$ cat src/rtl/rma_pkg.sv
package rma_pkg;
  // Default geometry of the legacy segmented model
  localparam int unsigned SEG_W_DEF   = 16;
  localparam int unsigned OFF_W_DEF   = 16;
  localparam int unsigned SHIFT_DEF   = 4;

  // Width that holds the sum including its carry
  function automatic int unsigned sum_width(input int unsigned seg_w,
                                            input int unsigned off_w,
                                            input int unsigned shift);
    int unsigned base_w;
    base_w = seg_w + shift;
    return ((base_w > off_w) ? base_w : off_w) + 1;
  endfunction
endpackage

$ cat src/rtl/rma_sum.sv
module rma_sum #(
  parameter int unsigned SEG_W  = 16,
  parameter int unsigned OFF_W  = 16,
  parameter int unsigned SHIFT  = 4,
  parameter int unsigned ADDR_W = 21,
  parameter int unsigned LEG_W  = 20
) (
  input  logic [SEG_W-1:0]  seg,
  input  logic [OFF_W-1:0]  off,
  output logic [ADDR_W-1:0] sum,
  output logic              over
);
  logic [ADDR_W-1:0] seg_scaled;
  logic [ADDR_W-1:0] off_ext;

  always_comb begin
    seg_scaled = ADDR_W'(seg) << SHIFT;
    off_ext    = ADDR_W'(off);
    sum        = seg_scaled + off_ext;
    over       = |sum[ADDR_W-1:LEG_W];
  end
endmodule

$ cat src/rtl/rma_gate.sv
module rma_gate #(
  parameter int unsigned ADDR_W = 21,
  parameter int unsigned LEG_W  = 20
) (
  input  logic [ADDR_W-1:0] raw,
  input  logic              gate_en,
  input  logic              compat,
  output logic [ADDR_W-1:0] masked
);
  logic keep_hi;

  assign keep_hi = gate_en & ~compat;
  assign masked[LEG_W-1:0] = raw[LEG_W-1:0];

  // One AND per bit above the legacy range
  for (genvar b = LEG_W; b < ADDR_W; b++) begin : g_hi_mask
    assign masked[b] = raw[b] & keep_hi;
  end
endmodule

$ cat src/rtl/rma_outreg.sv
module rma_outreg #(
  parameter int unsigned ADDR_W = 21
) (
  input  logic              clk,
  input  logic              rst_n,
  input  logic              load,
  input  logic [ADDR_W-1:0] addr_d,
  input  logic              over_d,
  output logic [ADDR_W-1:0] addr_q,
  output logic              over_q,
  output logic              vld_q
);
  logic [ADDR_W-1:0] addr_nxt;
  logic              over_nxt;

  // Next-state: capture only when a request is strobed
  always_comb begin
    addr_nxt = addr_q;
    over_nxt = over_q;
    if (load) begin
      addr_nxt = addr_d;
      over_nxt = over_d;
    end
  end

  always_ff @(posedge clk or negedge rst_n) begin
    if (!rst_n) begin
      addr_q <= '0;
      over_q <= 1'b0;
      vld_q  <= 1'b0;
    end else begin
      addr_q <= addr_nxt;
      over_q <= over_nxt;
      vld_q  <= load;
    end
  end
endmodule

$ cat src/rtl/rma_addr_gen.sv
module rma_addr_gen #(
  parameter int unsigned SEG_W = rma_pkg::SEG_W_DEF,
  parameter int unsigned OFF_W = rma_pkg::OFF_W_DEF,
  parameter int unsigned SHIFT = rma_pkg::SHIFT_DEF,
  localparam int unsigned LEG_W  = SEG_W + SHIFT,
  localparam int unsigned ADDR_W = rma_pkg::sum_width(SEG_W, OFF_W, SHIFT)
) (
  input  logic              clk,
  input  logic              rst_n,
  input  logic              in_valid,
  input  logic [SEG_W-1:0]  seg_in,
  input  logic [OFF_W-1:0]  off_in,
  input  logic              hi_gate_en,
  input  logic              compat_mode,
  output logic              out_valid,
  output logic [ADDR_W-1:0] phys_addr,
  output logic              above_1m
);
  logic [ADDR_W-1:0] raw_sum;
  logic [ADDR_W-1:0] gated_sum;
  logic              raw_over;

  rma_sum #(
    .SEG_W(SEG_W), .OFF_W(OFF_W), .SHIFT(SHIFT),
    .ADDR_W(ADDR_W), .LEG_W(LEG_W)
  ) u_sum (
    .seg  (seg_in),
    .off  (off_in),
    .sum  (raw_sum),
    .over (raw_over)
  );

  rma_gate #(.ADDR_W(ADDR_W), .LEG_W(LEG_W)) u_gate (
    .raw     (raw_sum),
    .gate_en (hi_gate_en),
    .compat  (compat_mode),
    .masked  (gated_sum)
  );

  rma_outreg #(.ADDR_W(ADDR_W)) u_oreg (
    .clk    (clk),
    .rst_n  (rst_n),
    .load   (in_valid),
    .addr_d (gated_sum),
    .over_d (raw_over),
    .addr_q (phys_addr),
    .over_q (above_1m),
    .vld_q  (out_valid)
  );
endmodule

$ cat config.mk
export PLATFORM = sky130hd
export DESIGN_NAME = rma_addr_gen
export DESIGN_NICKNAME = d
export VERILOG_FILES = /design/src/rtl/rma_pkg.sv /design/src/rtl/rma_sum.sv /design/src/rtl/rma_gate.sv /design/src/rtl/rma_outreg.sv /design/src/rtl/rma_addr_gen.sv
export SDC_FILE = /design/constraint.sdc
export NUM_CORES = 1
export LEC_CHECK = 0
export BUFFER_PORTS_ARGS = -buffer_cell sky130_fd_sc_hd__buf_2
export CORE_ASPECT_RATIO = 1.4
export CORE_MARGIN = 2
export CORE_UTILIZATION = 44
export CTS_CLUSTER_DIAMETER = 80
export CTS_CLUSTER_SIZE = 10
export DETAILED_ROUTE_END_ITERATION = 6
export GPL_TIMING_DRIVEN = 0
export PLACE_DENSITY = 0.76
export SLEW_MARGIN = 0
export SYNTH_ARGS = -nofsm -noshare
export SYNTH_HDL_FRONTEND = slang
export SYNTH_SLANG_ARGS = --single-unit
$ cat constraint.sdc
create_clock -name clk -period 0.8 [get_ports clk]
set_clock_uncertainty 0.15 [all_clocks]
set_input_delay 0.04 -clock clk [delete_from_list [all_inputs] [get_ports clk]]
set_output_delay 0.04 -clock clk [all_outputs]
set_load 0.01 [all_outputs]
* After elaboration in Yosys (flattened, before gate mapping)
Index checks and enable logic that the tools add are counted.
Storage, ports and cells: bits in registers 23, logic and storage cells 7
Cells by class: add/subtract/negate cells 1, bitwise logic cells 3
Operators with widths (count):
- adder 20 x 16 -> 21 bit | 1
- bitwise AND 1 bit | 2
- inverter 1 bit | 1

* Depth between registers and ports, before layout
depth in word-level cells 3, mapped depth 7, gate-level depth less buffers 7

* Cells and area by module
From an unflattened synthesis, not the netlist that was laid out.
Unflattened totals: cells, all modules 153, area, all modules 1695.4 um^2
Modules (own cells, without submodules):
- rma_outreg | times used 1, cells each 47, area each 845.8 um^2
- rma_sum | times used 1, cells each 85, area each 690.7 um^2
- rma_gate | times used 1, cells each 21, area each 158.9 um^2

* Least setup slack after synthesis
OpenSTA, ideal clock, no wires.
path type input to register, start in seg_in[0], end reg u_oreg.addr_q[12], data arrival time 1.652 ns, data required time 0.525 ns, slack -1.127 ns, stages on the path 7, buffers on the path 0, cells stage by stage ha_1 fa_1 a21o_1 a221oi_4 o21ai_1 xor2_1 mux2_4
Between the ends: longest elaborated chain between the ends 1
RTL lines:
- start: declaration | RTL line rma_addr_gen.sv:11 | input logic [SEG_W-1:0] seg_in,
- adder 20 x 16 -> 21 bit | RTL line rma_sum.sv:19 | sum = seg_scaled + off_ext;
- end signal: assignment | RTL line rma_outreg.sv:32 | addr_q <= addr_nxt;
- end: declaration | RTL line rma_outreg.sv:9 | output logic [ADDR_W-1:0] addr_q,
Every way passes these cells. A chain may end at the register's enable or synchronous reset.

* Final worst setup path
start in off_in[4], end reg u_oreg.addr_q[20]
Between the ends: longest elaborated chain between the ends 2
RTL lines:
- start: declaration | RTL line rma_addr_gen.sv:12 | input logic [OFF_W-1:0] off_in,
- adder 20 x 16 -> 21 bit | RTL line rma_sum.sv:19
- bitwise AND 1 bit | RTL line rma_gate.sv:17 | assign masked[b] = raw[b] & keep_hi;
Every way passes these cells.

==> flow_metrics.tcl <==
set metrics [dict create \
    status "complete, but fails checks" \
    failed_checks "negative hold slack, negative setup slack" \
    setup_ws_ns -0.9041 \
    cts.clk_slew.worst_paths_ns 0.09 \
    io_pins 60 \
    core_um2 3378 \
    rrSetupSlack_ns -0.19 \
    area_growth_pct 58.50 \
    antenna_found_initial 0 \
    vias 1469 \
    critical_path_peak_fanout 5 \
    die_h_um 74.29 \
    grt_pass1_vias 1405 \
    hold_slack_ns -0.4149 \
    port_buffers 59 \
    clock-sinks 23 \
    synth.avg_cell_area_um2 10.64 \
    final-instance-count-excl-fill 267 \
    synth.net_count 196 \
    cp_data_required_time_ns 0.82 \
    cts_buffers 3 \
    final_cell_mix "44 x buf_2, 23 x dfrtp_1, 16 x buf_6, 16 x buf_4, 10 x nand2_1" \
    cap_viol_max_count 0 \
    r2r-end "u_oreg.addr_q[17]" \
    power_per_cell_area_nw_per_um2 1604 \
    insertion_delay_ns 0.27 \
    final_common_cell "buf_2" \
    r2r_start "u_oreg.addr_q[17]" \
    htree_levels 1 \
    core.rowCount 25 \
    root_buffer "clkbuf_8" \
    synth_seq_cells 23 \
    hold_viol_final 31 \
    synth_top_cell_by_area "dfrtp_1" \
    worstPathArrival_ns 1.73 \
    place_area_um2 1962 \
    firstDrtPassIters 4 \
    cp-startpoint "off_in[4]" \
    synth_xor_area_share_pct 5.641 \
    maxSlewViolCount 0 \
    ff2ff_path_depth 3 \
    start_util_pct 45.96 \
    maxSlewHeadroom_pct 61.29 \
    ys.flop_type "dfrtp_1" \
    worst_pin_slew_ns 0.5807 \
    cp-start-kind "input port" \
    fmax_mhz 586.8 \
    wl_per_cell_um 15.67 \
    drive_gt1_share_pct 59.91 \
    synth.distinct_cells 45 \
    synth_top_family_by_area "compound AO/OA/AOI/OAI gates" \
    grt_usage_pct 20.05 \
    synth_fa_ha_area_share_pct 10.96 \
    grt_max_degree 24 \
    grt_pass1_wl_mm 5.996 \
    via_per_inst 5.502 \
    drt-total-wl_mm 4.183 \
    leakage_uw 0.001105 \
    synth_area_leaders "dfrtp_1 37%, ha_1 9.7%, mux2_2 7.3%, xnor2_1 3.9%, a21oi_1 3.5%" \
    endpoint_kind "flip-flop" \
    die_w_um 54.21 \
    dp.cells 245 \
    overflow 0 \
    finalCriticalPeriod_ns 1.704 \
    yosys.area_share.simple_pct 13.30 \
    finalNetCount 278 \
    synthMuxAreaShare_pct 8.219 \
    crit_type "in2reg" \
    post-dp-hpwl_mm 2.775 \
    cts_tree "yes" \
    synthArstFlopShare_pct 100.0 \
    grt_setup_unrepaired "true" \
    ant_nets 0 \
    drt-initial-drc-count 32 \
    die_area_um2 4027 \
    stdcell_area_um2 2461 \
    yosysSeqAreaShare_pct 37.07 \
    gp_congestion 0.7501 \
    synth_compound_area_share_pct 23.13 \
    synth-edff-count 0 \
    hp-class "in2async" \
    finalSetupViolCount 45 \
    syn_inst 146 \
    yosys_warnings 0 \
    drc 0 \
    finalCritPeriodShare_pct 213.0 \
    antenna_cells 0 \
    clk_path_buf_depth 2 \
    ir_drop_uv 1460 \
    synth_top_area_share_pct 37.07 \
    syn_area_um2 1553 \
    hold_buffers 1 \
]
[how the worst max path moves through the flow]
stage	slack, ns	endpoint
2_1_floorplan	-1.02	u_oreg.addr_q[20]
3_3_place_gp	-1.26	u_oreg.addr_q[20]
3_5_place_dp	-1.28	u_oreg.addr_q[20]
4_1_cts	-0.88	u_oreg.addr_q[20]
5_1_grt	-0.96	u_oreg.addr_q[20]
6_report	-0.90	u_oreg.addr_q[20]
[registers in the layout, summed over array words and instances, names as in the netlist]
name           flops
u_oreg.addr_q     21
u_oreg.over_q      1
u_oreg.vld_q       1
[cells by family (layout without fill, tap and decap cells)]
family | Yosys count | count (layout)
compound gates | 44 | 44
xor+xnor | 10 | 10
fa+ha+maj | 13 | 13
buf+inv | 7 | 88
flops | 23 | 23
mux | 11 | 11
simple gates | 38 | 38
[timing repair]
item,4_1_cts,5_1_grt
resized for setup,29,30
hold endpoints to repair,32,31
pin swaps,19,24
endpoints found under the setup margin,45,45
setup buffers,9,9
[power breakdown]
part | switching (uW) | internal [uW] | leakage, uW
sequential | 110 | 1350 | 0.000274
combinational | 783 | 957 | 0.000810
clock | 396 | 353 | 0.0000217
[per-stage QoR]
| stage | hold slack (ns) | worst slack [ns] | total power, uW | utilization [%] | TNS [ns] |
|---|---|---|---|---|---|
| 2_1_floorplan | -0.4056 | -1.017 | 2252 | - | -12.47 |
| 3_3_place_gp | -0.1026 | -1.262 | 2677 | 58.07 | -17.30 |
| 3_5_place_dp | -0.09838 | -1.278 | 2710 | 58.07 | -17.52 |
| 4_1_cts | -0.3983 | -0.8845 | 3673 | 66.63 | -15.49 |
| 5_1_grt | -0.3749 | -0.9556 | 4172 | 72.85 | -16.92 |
| 6_report | -0.4149 | -0.9041 | 3947 | 72.85 | -15.37 |
[critical path: stages]
cell      delay (ns)
buf_6           0.10
ha_4            0.15
fa_2            0.34
a21o_1          0.21
a221oi_4        0.35
nand2b_4        0.23
a21oi_4         0.07
a32o_2          0.24
[metal layers]
layer  track usage, %  up-vias  part of all wire, %
met4            6.389        0                  2.1
li1                 -      709                    -
met1            24.20      711                   40
met3            2.410        9                  3.3
met2            36.01       40                   55
met5                0        -                    0
[layout make-up]
| cell class | instances | area (um2) |
|---|---|---|
| inverters | 3 | 11.26 |
| repair buffers | 77 | 530.5 |
| clock inverters | 1 | 7.507 |
| flip-flops and latches | 23 | 575.6 |
| fillers | 231 | 917.1 |
| multi-input cells | 116 | 1210 |
| plain buffers | 4 | 35.03 |
| clock buffers | 3 | 41.29 |
| well taps | 40 | 50.05 |
[cell usage after synthesis (2+ instances only)]
cell / instances
nand4_1: 3
clkbuf_1: 4
o211ai_1: 2
nor2_1: 8
a21o_1: 5
a22oi_1: 2
o21a_1: 2
xor2_1: 3
nand3_1: 5
a21oi_1: 11
ha_1: 12
nand2_1: 10
and2_1: 2
mux2_2: 10
a21oi_2: 3
xnor2_1: 7
nor3_1: 2
dfrtp_1: 23
inv_1: 3
nand3b_1: 2
o21ai_0: 3
No activity file was read; power rests on OpenSTA's default activity.
